==> src/rtl/dac_fmt_pkg.sv <==
package dac_fmt_pkg;
  localparam int unsigned CODE_W = 16;

  typedef enum logic {
    CH_Q = 1'b0,
    CH_I = 1'b1
  } chan_e;
endpackage

==> src/rtl/dac_fmt_conv.sv <==
module dac_fmt_conv #(
  parameter int unsigned W = 16
) (
  input  logic [W-1:0] data_i,
  input  logic         twos_i,
  input  logic         invert_i,
  output logic [W-1:0] code_o
);
  logic [W-1:0] offs;

  always_comb begin
    offs = data_i;
    if (twos_i) offs[W-1] = ~data_i[W-1];
    code_o = invert_i ? ~offs : offs;
  end
endmodule

==> src/rtl/dac_fmt_pair.sv <==
module dac_fmt_pair
  import dac_fmt_pkg::*;
#(
  parameter int unsigned W = 16
) (
  input  logic         clk_i,
  input  logic         rst_ni,
  input  logic         clr_i,
  input  logic         load_i,
  input  chan_e        sel_i,
  input  logic [W-1:0] word_i,
  output logic         done_o,
  output logic [W-1:0] held_i_o,
  output logic [W-1:0] held_q_o
);
  logic got_i, got_q;

  assign done_o = load_i && ((sel_i == CH_I) ? got_q : got_i);

  always_ff @(posedge clk_i or negedge rst_ni) begin
    if (!rst_ni) begin
      got_i    <= 1'b0;
      got_q    <= 1'b0;
      held_i_o <= '0;
      held_q_o <= '0;
    end else if (clr_i || done_o) begin
      got_i <= 1'b0;
      got_q <= 1'b0;
    end else if (load_i) begin
      if (sel_i == CH_I) begin
        held_i_o <= word_i;
        got_i    <= 1'b1;
      end else begin
        held_q_o <= word_i;
        got_q    <= 1'b1;
      end
    end
  end

  assert_one_half_R6: assert property (@(posedge clk_i) disable iff (!rst_ni)
    !(got_i && got_q));

  assert_flush_R10: assert property (@(posedge clk_i) disable iff (!rst_ni)
    clr_i |=> (!got_i && !got_q));
endmodule

==> src/rtl/dac_in_fmt.sv <==
module dac_in_fmt
  import dac_fmt_pkg::*;
#(
  parameter int unsigned W = CODE_W
) (
  input  logic         clk_i,
  input  logic         rst_ni,
  input  logic         dual_port_i,
  input  logic         chan_sel_i,
  input  logic         twos_i,
  input  logic         invert_i,
  input  logic         pwr_dn_i,
  input  logic [W-1:0] bus_a_i,
  input  logic [W-1:0] bus_b_i,
  output logic [W-1:0] chan_i_o,
  output logic [W-1:0] chan_q_o,
  output logic         valid_o
);
  localparam logic [W-1:0] MID = {1'b1, {(W-1){1'b0}}};
  localparam int unsigned  NBUS = 2;

  logic [NBUS-1:0][W-1:0] raw, conv;
  logic [W-1:0] held_i, held_q;
  logic         done, clr, load;
  chan_e        sel;

  assign raw[0] = bus_a_i;
  assign raw[1] = bus_b_i;

  for (genvar g = 0; g < NBUS; g++) begin : g_conv
    dac_fmt_conv #(.W(W)) u_conv (
      .data_i  (raw[g]),
      .twos_i  (twos_i),
      .invert_i(invert_i),
      .code_o  (conv[g])
    );
  end

  assign sel  = chan_sel_i ? CH_I : CH_Q;
  assign clr  = pwr_dn_i || dual_port_i;
  assign load = !clr;

  dac_fmt_pair #(.W(W)) u_pair (
    .clk_i   (clk_i),
    .rst_ni  (rst_ni),
    .clr_i   (clr),
    .load_i  (load),
    .sel_i   (sel),
    .word_i  (conv[1]),
    .done_o  (done),
    .held_i_o(held_i),
    .held_q_o(held_q)
  );

  always_ff @(posedge clk_i or negedge rst_ni) begin
    if (!rst_ni) begin
      chan_i_o <= MID;
      chan_q_o <= MID;
      valid_o  <= 1'b0;
    end else if (pwr_dn_i) begin
      chan_i_o <= MID;
      chan_q_o <= MID;
      valid_o  <= 1'b0;
    end else if (dual_port_i) begin
      chan_i_o <= conv[1];
      chan_q_o <= conv[0];
      valid_o  <= 1'b1;
    end else if (done) begin
      // completing word pairs with the stored opposite half
      chan_i_o <= (sel == CH_I) ? conv[1] : held_i;
      chan_q_o <= (sel == CH_I) ? held_q  : conv[1];
      valid_o  <= 1'b1;
    end else begin
      valid_o  <= 1'b0;
    end
  end

  assert_pd_idle_R9: assert property (@(posedge clk_i) disable iff (!rst_ni)
    pwr_dn_i |=> (chan_i_o == MID && chan_q_o == MID && !valid_o));

  assert_dual_valid_R2: assert property (@(posedge clk_i) disable iff (!rst_ni)
    (!pwr_dn_i && dual_port_i) |=> valid_o);

  assert_pair_hold_R6: assert property (@(posedge clk_i) disable iff (!rst_ni)
    (!pwr_dn_i && !dual_port_i && !done) |=>
      (!valid_o && $stable(chan_i_o) && $stable(chan_q_o)));
endmodule

==> config.mk <==
export PLATFORM = sky130hd
export DESIGN_NAME = dac_in_fmt
export DESIGN_NICKNAME = d
export VERILOG_FILES = /design/src/rtl/dac_fmt_pkg.sv /design/src/rtl/dac_fmt_conv.sv /design/src/rtl/dac_fmt_pair.sv /design/src/rtl/dac_in_fmt.sv
export SDC_FILE = /design/constraint.sdc
export NUM_CORES = 1
export LEC_CHECK = 0
export ABC_AREA = 1
export BUFFER_PORTS_ARGS = -buffer_cell sky130_fd_sc_hd__buf_4
export CORE_MARGIN = 4
export CORE_UTILIZATION = 45
export DETAILED_ROUTE_END_ITERATION = 10
export PLACE_DENSITY = 0.76
export SLEW_MARGIN = 20
export SYNTH_ARGS = -nofsm -noshare
export SYNTH_HDL_FRONTEND = slang
export SYNTH_SLANG_ARGS = --single-unit
==> constraint.sdc <==
create_clock -name clk_i -period 1.45 [get_ports clk_i]
set_clock_uncertainty 0.2 [all_clocks]
set_input_delay 0.2175 -clock clk_i [delete_from_list [all_inputs] [get_ports clk_i]]
set_output_delay 0.2175 -clock clk_i [all_outputs]
set_load 0.02 [all_outputs]
==> results.ini, run 1 <==
[outcome]
status = completed

[sta]
timing.hold.ws_ns = 0.05606
finalHoldViolCount = 0
relSlewSlack = 0.7525
tightest_slew_ns = 0.3686
drv_slew = 0
fmax_ghz = 0.7012
period_minus_slack_ns = 1.426
min_period_over_period = 0.9836
setup_viol = 0
fin_tns_setup_ns = 0
rsz0062_at_grt = yes

[global_routing]
grt_max_degree = 37
grt_antenna_before_repair = 0
grt_usage = 0.1976
first_global_vias = 3333
grt_overflow = 0
grt_first_pass_wirelength_um = 15380

[detailed_routing]
drtIter0Drc = 151
antenna_left = 0
drt_pre_antenna_iters = 6
wl_um = 9328
via_count = 3283
wl_per_cell_um = 14.53
routed_via_density = 5.114
drc = 0

[placed_design]
port_buffers = 71
dpl.hpwl_um = 6356
postPlaceCellArea_sq_um = 4429
gp_congestion = 0.8366

[cells_and_area]
final_net_count = 574
fin_util = 0.6132
final_cell_area_sq_um = 4738
synthToLayoutAreaGrowth_pct = 32.09
diodes = 0
drive_above_1_share = 0.2926

[run]
cap_violations = 0

[logic_synthesis]
syn_area_sq_um = 3587
muxShareOfSynthArea = 0.03627
synth_xor_area_frac = 0.07534
synth_compound_area_frac = 0.1214
avgSynthCellArea_sq_um = 8.097
synth_top_family_by_area = simple AND/OR/NAND/NOR gates
post_synth_num_cell_types = 23
yosys.area_share.simple = 0.2361
yosysWarnings = 0
ys_seq_area_frac = 0.4681
synthAdderAreaFrac = 0
syn-num-nets = 482
ys_ff_latch = 67
syn_inst = 443

[floorplan]
die_w_um = 97.29
core_area_sq_um = 7727
rows = 32
design.portCount = 72
die-area_sq_um = 9464
start_util = 0.4642
die_h_um = 97.29

[worst_hold_path]
min_path_type = primary input to flip-flop

[cts]
clockBufferDepth = 2
clkSinkCount = 67
cts.htree.levels = 3
cts-root-buf = clkbuf_8
path_clk_slew_ns = 0.07
cts_tree = done
cts_buffers = 9
clock_latency_ns = 0.35

[critical_path]
crit_path_top_delay_cell = dfstp_2
start_kind = flip-flop
crit_family = flip-flops
worst_setup_path_end_kind = output pin
cpPeakStageDelay_ns = 0.55
worst_ep_required_time_ns = 1.03
critical_path_buf_inv_count = 1
cp.arrival_ns = 1.01
path_cells = buf_6
path_max_fanout = 2
crit_type = flip-flop to output pin

[power_and_ir_drop]
swShare = 0.3187
p_int_mw = 3.517
switchingPower_mw = 1.645
p_per_area_nw_per_um2 = 1089
combinationalPowerShare = 0.267
p_leak_nw = 2.491
vdd_drop_max_mv = 0.5637
power_frac_seq = 0.443
power.share.clock = 0.290

-- cell usage after synthesis --
master / instances / area, sq um
inv_2: 2 / 7.510
nand3_1: 5 / 25.02
nor2_4: 1 / 11.26
dfrtp_1: 65 / 1627
buf_2: 16 / 80.08
buf_4: 2 / 15.01
nor2_1: 19 / 71.32
buf_6: 5 / 56.30
xnor2_2: 1 / 16.27
dfstp_2: 2 / 52.55
o21ai_2: 20 / 175.2
nand3_2: 1 / 10.01
a21oi_1: 26 / 130.1
inv_4: 1 / 6.260
xor2_1: 8 / 70.07
inv_1: 10 / 37.54
mux2i_1: 13 / 130.1
nand2_2: 2 / 12.51
clkbuf_1: 6 / 22.52
nand2_1: 191 / 716.9
xnor2_1: 21 / 183.9
o21ai_0: 25 / 125.1
o21ai_1: 1 / 5.000
-- layout make-up --
| class | count | area (sq um) |
|---|---|---|
| fillers | 655 | 2989 |
| multi-input cells | 334 | 1698 |
| flip-flops and latches | 67 | 1679 |
| repair buffers | 110 | 989.7 |
| clock buffers | 13 | 168.9 |
| well taps | 102 | 127.6 |
| inverters | 13 | 53.80 |
| clock inverters | 3 | 21.27 |
-- final timing paths --
check | from | endpoint | slack [ns] | cells after the start
min | bus_a_i[7] | chan_q_o[7]$_DFFE_PN0P_ | 0.06 | 5
max in group asynchronous | rst_ni | chan_i_o[0]$_DFFE_PN0P_ | 0.46 | 3
min reg2reg | chan_i_o[6]$_DFFE_PN0P_ | chan_i_o[6]$_DFFE_PN0P_ | 0.28 | 2
max | chan_i_o[15]$_DFFE_PN1P_ | chan_i_o[15] | 0.02 | 1
min in group asynchronous | rst_ni | chan_i_o[11]$_DFFE_PN0P_ | 0.10 | 2
max reg2reg | u_pair.got_i$_DFFE_PN0P_ | u_pair.held_q_o[4]$_DFFE_PN0P_ | 0.03 | 7
-- power by group through the flow --
stage	sequential [mW]	clock [mW]	combinational (mW)
floorplan	2.39	0	0.695
finish	2.29	1.50	1.38
CTS	2.28	1.51	1.35
detailed placement	2.31	0	1.33
global placement	2.30	0	1.29
global route	2.32	1.62	1.52
-- layer usage --
layer  global-route usage  vias up  part of all wire
met5                    0        -                 0
met3              0.05097       14             0.060
met1               0.2451     1595              0.42
li1                     -     1578                 -
met4              0.05431        0             0.012
met2               0.3418       96              0.51
-- kinds of logic after synthesis --
family | count (synthesis)
mux | 13
simple gates | 219
xor+xnor | 30
compound gates | 72
flops | 67
buf+inv | 42
-- cells in the final DEF (no fill, tap or decap), types with 2 or more instances in the layout --
master     instances
nand2_1          188
buf_4             92
dfrtp_1           65
a21oi_1           26
o21ai_0           24
xnor2_1           21
o21ai_2           20
nor2_1            19
mux2i_1           13
clkbuf_8          12
inv_1              9
xor2_1             8
buf_12             8
buf_6              7
nand2_2            5
nand3_1            5
inv_4              2
inv_2              2
o21ai_1            2
dfstp_2            2
clkbuf_16          2
-- flip-flops by register name, indices dropped and copies added, names as in the netlist --
name / count
chan_i_o: 16
chan_q_o: 16
u_pair.held_i_o: 16
u_pair.held_q_o: 16
u_pair.got_i: 1
u_pair.got_q: 1
valid_o: 1
-- tightest hold or removal path, stage by stage --
cell and delay, ns:
buf_4 0.08, xnor2_1 0.10, a21oi_1 0.06, o21ai_0 0.07, nand2_1 0.05
-- repair_timing --
item | CTS | global route
hold buffers | 1 | 0
endpoints found under the hold margin | 67 | 0
gates resized for setup | 1 | 13
buffers inserted | 0 | 2
pin swaps | 0 | 15
setup endpoints to repair | 1 | 13
cloned | 0 | 2
-- through the flow --
| step | std cells | setup slack, ns | total power [mW] |
|---|---|---|---|
| after floorplan | 443 | 0.07177 | 3.086 |
| after global placement | 621 | -0.05843 | 3.592 |
| after detailed placement | 621 | -0.06555 | 3.643 |
| after CTS | 638 | 0.009805 | 5.136 |
| after global routing | 642 | -0.02343 | 5.462 |
| final | 642 | 0.02383 | 5.162 |
No activity file was read; power rests on OpenSTA's default activity.
==> inputs of run 2 (changes only) <==
ABC_AREA = default   (was 1)
PLACE_DENSITY = 0.77   (was 0.76)
==> results.ini, run 2 <==
[outcome]
status = finished, violations left
violations = negative setup slack

[power_and_ir_drop]
power_frac_seq = 0.439  ; -0.004
power.share.clock = 0.291  ; about the same
p_per_area_nw_per_um2 = 1127  ; +3.4%
switchingPower_mw = 1.639  ; -0.40%
swShare = 0.3070  ; -0.01171
p_leak_nw = 2.205  ; -11%
vdd_drop_max_mv = 0.6163  ; +9.3%
p_int_mw = 3.699  ; +5.2%
combinationalPowerShare = 0.270  ; +0.003

[logic_synthesis]
synth_most_common_cell = dfrtp_1
post_synth_num_cell_types = 24  ; +4.3%
synth_top_area_cell = dfrtp_1
synth_area_leaders = dfrtp_1, xnor2_1, a21oi_1
async_flop_share = 1.000  ; unchanged
ys_seq_area_frac = 0.5103  ; +0.04218
avgSynthCellArea_sq_um = 9.243  ; +14%
yosysWarnings = 0  ; unchanged
synth-main-ff-cell = dfrtp_1
yosysTopAreaCellShare = 0.4943  ; +0.04086
ys_ff_latch = 67  ; unchanged
syn-num-nets = 395  ; -18%
synthTopCellsByCount = dfrtp_1, a21oi_1, nor2_1, nand2_1, o21ai_0
syn_inst = 356  ; -20%
synth_edf_count = 0  ; unchanged
syn_area_sq_um = 3291  ; -8.3%

[sta]
fin_ws_ns = -0.1283  ; -0.1521 ns
setup_viol = 48  ; +48
rsz0062_at_grt = yes
finalHoldViolCount = 0  ; unchanged
timing.hold.ws_ns = 0.02320  ; -0.03286 ns
period_minus_slack_ns = 1.578  ; +0.1521 ns
min_period_over_period = 1.088  ; +0.1049
tightest_slew_ns = 0.3873  ; +0.01871 ns
fmax_ghz = 0.6336  ; -9.6%
drv_slew = 0  ; unchanged
relSlewSlack = 0.7399  ; -0.01256

[global_routing]
grt_first_pass_wirelength_um = 14120  ; -8.2%
grt_usage = 0.2126  ; +0.01498
grt_antenna_before_repair = 0  ; unchanged
first_global_vias = 2912  ; -13%
grt_overflow = 0  ; unchanged
grt_max_degree = 33  ; -11%

[floorplan]
rows = 30  ; -6.3%
die-area_sq_um = 8745  ; -7.6%
die_h_um = 93.52  ; -3.9%
core_area_sq_um = 6944  ; -10%
die_w_um = 93.52  ; -3.9%
design.portCount = 72  ; unchanged
start_util = 0.4739  ; +0.009658

[cells_and_area]
synthToLayoutAreaGrowth_pct = 43.95
n_fill_cell = 537  ; -18%
final_cell_area_sq_um = 4737  ; about the same
final_common_cell = buf_4
diodes = 0  ; unchanged
drive_above_1_share = 0.3771  ; +0.08453
final_cell_mix = buf_4, dfrtp_1, nand2_1
seqCellArea_sq_um = 1679  ; unchanged
final_net_count = 506  ; -12%
multiInputGateArea_sq_um = 1556  ; -8.3%

[placed_design]
port_buffers = 71  ; unchanged
gp_congestion = 0.8718  ; +4.2%
dpl.hpwl_um = 6057  ; -4.7%
postPlaceCellArea_sq_um = 4230  ; -4.5%

[detailed_routing]
drtIter0Drc = 173  ; +15%
wl_per_cell_um = 16.09  ; +11%
drt_pre_antenna_iters = 4  ; -2
via_count = 2912  ; -11%
drc = 0  ; unchanged
antenna_left = 0  ; unchanged
routed_via_density = 5.127  ; +0.26%
wl_um = 9139  ; -2.0%

[cts]
path_clk_slew_ns = 0.07  ; about the same
clkSinkCount = 67  ; unchanged
cts-root-buf = clkbuf_8
clock_latency_ns = 0.35  ; about the same
cts_tree = done
cts_buffers = 9  ; unchanged
clockBufferDepth = 2  ; unchanged
cts.htree.levels = 3  ; unchanged

[run]
cap_violations = 0  ; unchanged

[critical_path]
worst_setup_path_end_kind = flip-flop
path_max_fanout = 8  ; +6
worst_ep_required_time_ns = 1.53  ; +0.50 ns
cp.arrival_ns = 1.65  ; +0.64 ns
crit_type = flip-flop to flip-flop
start_kind = flip-flop

[worst_hold_path]
min_path_type = primary input to flip-flop

run 2: cell families (layout without fill, tap and decap cells):
kind of cell | count (synthesis) | after routing | share of synthesized area
buffers and inverters | 44 | 160 | 0.06730
XOR/XNOR | 33 | 33 | 0.09202
AND/OR/NAND/NOR | 98 | 98 | 0.1266
flip-flops | 67 | 67 | 0.5103
AO/OA/AOI/OAI | 96 | 96 | 0.1487
multiplexers | 18 | 18 | 0.05513
run 2: final cells by class:
| class | instances | area share |
|---|---|---|
| repair buffers | 125 | 0.2348 |
| multi-input cells | 245 | 0.3286 |
| clock inverters | 4 | 0.01057 |
| clock buffers | 12 | 0.03064 |
| flip-flops and latches | 67 | 0.3545 |
| well taps | 96 | 0.02536 |
| inverters | 19 | 0.01558 |
run 2: repair_timing:
action,4_1_cts,5_1_grt
resized for setup,25,54
setup buffers,1,3
endpoints found under the setup margin,47,67
pin swaps,1,3
cloned,1,2
hold endpoints to repair,67,0
hold buffers,1,0
run 2: layer usage:
| metal | wire, um | global-route usage | vias up |
|---|---|---|---|
| li1 | - | - | 1389 |
| met1 | 3641 | 0.2503 | 1414 |
| met2 | 4813 | 0.3705 | 92 |
| met3 | 470 | 0.04183 | 17 |
| met4 | 214 | 0.1001 | 0 |
| met5 | 0 | 0 | - |
run 2: path summary, 6_finish.rpt:
kind	startpoint	endpoint	slack [ns]	cells past startpoint
max in group asynchronous	rst_ni	u_pair.held_q_o[10]$_DFFE_PN0P_	0.45	3
max reg2reg	u_pair.got_q$_DFFE_PN0P_	u_pair.held_i_o[10]$_DFFE_PN0P_	-0.13	6
min reg2reg	chan_i_o[15]$_DFFE_PN1P_	chan_i_o[15]$_DFFE_PN1P_	0.27	2
min	pwr_dn_i	chan_q_o[15]$_DFFE_PN1P_	0.02	3
max	u_pair.got_q$_DFFE_PN0P_	u_pair.held_i_o[10]$_DFFE_PN0P_	-0.13	6
min in group asynchronous	rst_ni	u_pair.held_q_o[3]$_DFFE_PN0P_	0.12	2
run 2: power groups by stage:
| stage | Clock, mW | Sequential (mW) | Combinational (mW) |
|---|---|---|---|
| final | 1.56 | 2.34 | 1.44 |
| after global routing | 1.68 | 2.38 | 1.58 |
| after CTS | 1.58 | 2.31 | 1.31 |
| after detailed placement | 0 | 2.34 | 1.27 |
| after global placement | 0 | 2.32 | 1.23 |
| after floorplan | 0 | 2.41 | 0.603 |
run 2: stage by stage:
step	TNS, ns	cells	setup WS [ns]	power (mW)	utilization
finish	-3.164	568	-0.1283	5.338	0.6822
global route	-6.965	568	-0.1755	5.633	0.6822
CTS	-0.9551	563	-0.04853	5.199	0.6477
detailed placement	-2.800	544	-0.1122	3.605	0.6092
global placement	-1.279	544	-0.04893	3.553	0.6092
floorplan	-0.4399	356	-0.01540	3.016	-
run 2: critical path, stage by stage (launching register included):
cell and delay, ns:
dfrtp_1 0.39, buf_6 0.12, nor4b_4 0.26, buf_6 0.19, clkbuf_16 0.18, nor2_1 0.04, a21oi_1 0.12
==> inputs of run 3 (changes only) <==
ABC_AREA = 1   (was default)
CORE_MARGIN = default   (was 4)
PLACE_DENSITY = 0.76   (was 0.77)
clock period = 1.8 ns   (was 1.45 ns; I/O delays follow)
==> results.ini, run 3 (synthesized netlist as in run 1, its figures left out) <==
[critical_path]
rr_startpoint = u_pair.got_q$_DFFE_PN0P_
crit_type = flip-flop to output pin
worst_setup_path_end_kind = output pin
ff2ff_setup_slack_ns = 0.35  ; +0.48 ns
crit_family = flip-flops
path_max_fanout = 2  ; -6
cpPeakStageDelay_ns = 0.54  ; +0.15 ns
path_cells = buf_4
cp.arrival_ns = 1.02  ; -0.63 ns
crit-reg2reg-capture = u_pair.held_q_o[15]$_DFFE_PN0P_
start_kind = flip-flop
worst_ep_required_time_ns = 1.33  ; -0.20 ns
critical_path_buf_inv_count = 1  ; -2
crit_path_top_delay_cell = dfstp_2
rr_worst_depth = 8  ; +2

[cells_and_area]
diodes = 0  ; unchanged
final_cell_mix = nand2_1, buf_4, dfrtp_1
synthToLayoutAreaGrowth_pct = 23.20
final_net_count = 549  ; +8.5%
final_common_cell = nand2_1
drive_above_1_share = 0.2451  ; -0.1320
final_cell_area_sq_um = 4419  ; -6.7%

[placed_design]
gp_congestion = 0.7728  ; -11%
port_buffers = 71  ; unchanged
dp_worst_setup_slack_ns = 0.1096  ; +0.2218 ns
dpl.hpwl_um = 5794  ; -4.4%
postPlaceCellArea_sq_um = 4234  ; about the same

[global_routing]
grt_first_pass_wirelength_um = 14150  ; +0.20%
grt_antenna_before_repair = 0  ; unchanged
first_global_vias = 3044  ; +4.5%
grt_max_degree = 45  ; +36%
grt_overflow = 0  ; unchanged
grt_usage = 0.2163  ; +0.003733

[cts]
cts_post_setup_buffers_inserted = 0  ; -1
clock_latency_ns = 0.34  ; about the same
clkSinkCount = 67  ; unchanged
clockBufferDepth = 2  ; unchanged
cts_hold_buffers = 1  ; unchanged
cts.htree.levels = 3  ; unchanged
path_clk_slew_ns = 0.07  ; about the same
cts_tree = done
cts_resized = 0  ; -100%
cts-root-buf = clkbuf_8
cts_buffers = 9  ; unchanged

[power_and_ir_drop]
p_int_mw = 2.763  ; -25%
power.share.clock = 0.296  ; +0.005
power_frac_seq = 0.459  ; +0.020
combinationalPowerShare = 0.245  ; -0.025
switchingPower_mw = 1.244  ; -24%
p_leak_nw = 2.326  ; +5.5%
vdd_drop_max_mv = 0.4954  ; -20%
p_per_area_nw_per_um2 = 906.7  ; -20%
swShare = 0.3103  ; +0.003353

[floorplan]
die_h_um = 91.29  ; -2.4%
rows = 32  ; +6.7%
die-area_sq_um = 8333  ; -4.7%
start_util = 0.4642  ; -0.009658
design.portCount = 72  ; unchanged
core_area_sq_um = 7727  ; +11%
die_w_um = 91.29  ; -2.4%

[sta]
fmax_ghz = 0.6725
fin_tns_setup_ns = 0  ; +3.164 ns
finalHoldViolCount = 0  ; unchanged
rsz0062_at_grt = no
period_minus_slack_ns = 1.487
drv_slew = 0  ; unchanged
relSlewSlack = 0.7437  ; +0.003768
tightest_slew_ns = 0.3804  ; -0.006889 ns
min_period_over_period = 0.8261
setup_viol = 0  ; -100%
fin_ws_ns = 0.3131  ; +0.4413 ns

[detailed_routing]
wl_per_cell_um = 13.51  ; -16%
antenna_left = 0  ; unchanged
routed_via_density = 4.961  ; -3.2%
drtIter0Drc = 115  ; -34%
drc = 0  ; unchanged
wl_um = 8321  ; -9.0%
via_count = 3056  ; +4.9%
drt_pre_antenna_iters = 6  ; +2

[run]
cap_violations = 0  ; unchanged

[worst_hold_path]
min_to = u_pair.got_i$_DFFE_PN0P_
worstHoldStart = chan_sel_i
hold_depth = 3  ; unchanged
min_path_type = primary input to flip-flop

[outcome]
status = completed

==> run 3: cell types whose count changed in the layout (fill, tap and decap cells not counted), moves of 13 or more <==
cell | before | now
nor2_1 | 33 | 19
buf_4 | 106 | 79
nand2_1 | 46 | 191
a21oi_2 | 13 | 0
o21ai_2 | 4 | 20
o21ai_1 | 24 | 1
==> run 3: per-layer routing <==
layer,GRT usage,share of wire
met5,0,0
met4,0.09788,0.020
met3,0.03183,0.036
met2,0.3775,0.50
met1,0.2642,0.44
==> run 3: cell type report <==
cell class / instances / area, sq um
fillers: 712 / 3308
multi-input cells: 334 / 1683
flip-flops and latches: 67 / 1679
repair buffers: 85 / 703.2
clock buffers: 12 / 135.1
well taps: 102 / 127.6
inverters: 13 / 51.30
clock inverters: 3 / 40.04
==> run 3: worst max path at each step <==
stage          cells after the start  slack, ns                startpoint                              end
6_report                           1       0.31  chan_i_o[15]$_DFFE_PN1P_                     chan_i_o[15]
5_1_grt                            8       0.20  u_pair.got_q$_DFFE_PN0P_  u_pair.held_q_o[15]$_DFFE_PN0P_
4_1_cts                            1       0.30  chan_i_o[15]$_DFFE_PN1P_                     chan_i_o[15]
3_5_place_dp                       6       0.11                  invert_i          chan_q_o[8]$_DFFE_PN0P_
3_3_place_gp                       6       0.17                  invert_i          chan_q_o[8]$_DFFE_PN0P_
2_1_floorplan                      7       0.37                chan_sel_i         chan_i_o[10]$_DFFE_PN0P_
==> run 3: through the flow <==
stage,util,hold WS (ns),std cells,power [mW]
5_1_grt,0.5719,0.1056,616,4.230
6_report,0.5719,0.1128,616,4.007
2_1_floorplan,-,-0.2256,443,2.486
4_1_cts,0.5719,0.09517,616,4.044
3_3_place_gp,0.5479,-0.006590,600,2.817
3_5_place_dp,0.5479,-0.001016,600,2.855
==> run 3: power groups by stage <==
stage	registers (mW)	logic [mW]	clock network, mW
2_1_floorplan	1.93	0.560	0
3_3_place_gp	1.86	0.960	0
3_5_place_dp	1.87	0.987	0
4_1_cts	1.84	0.993	1.21
5_1_grt	1.87	1.10	1.27
6_report	1.84	0.983	1.18
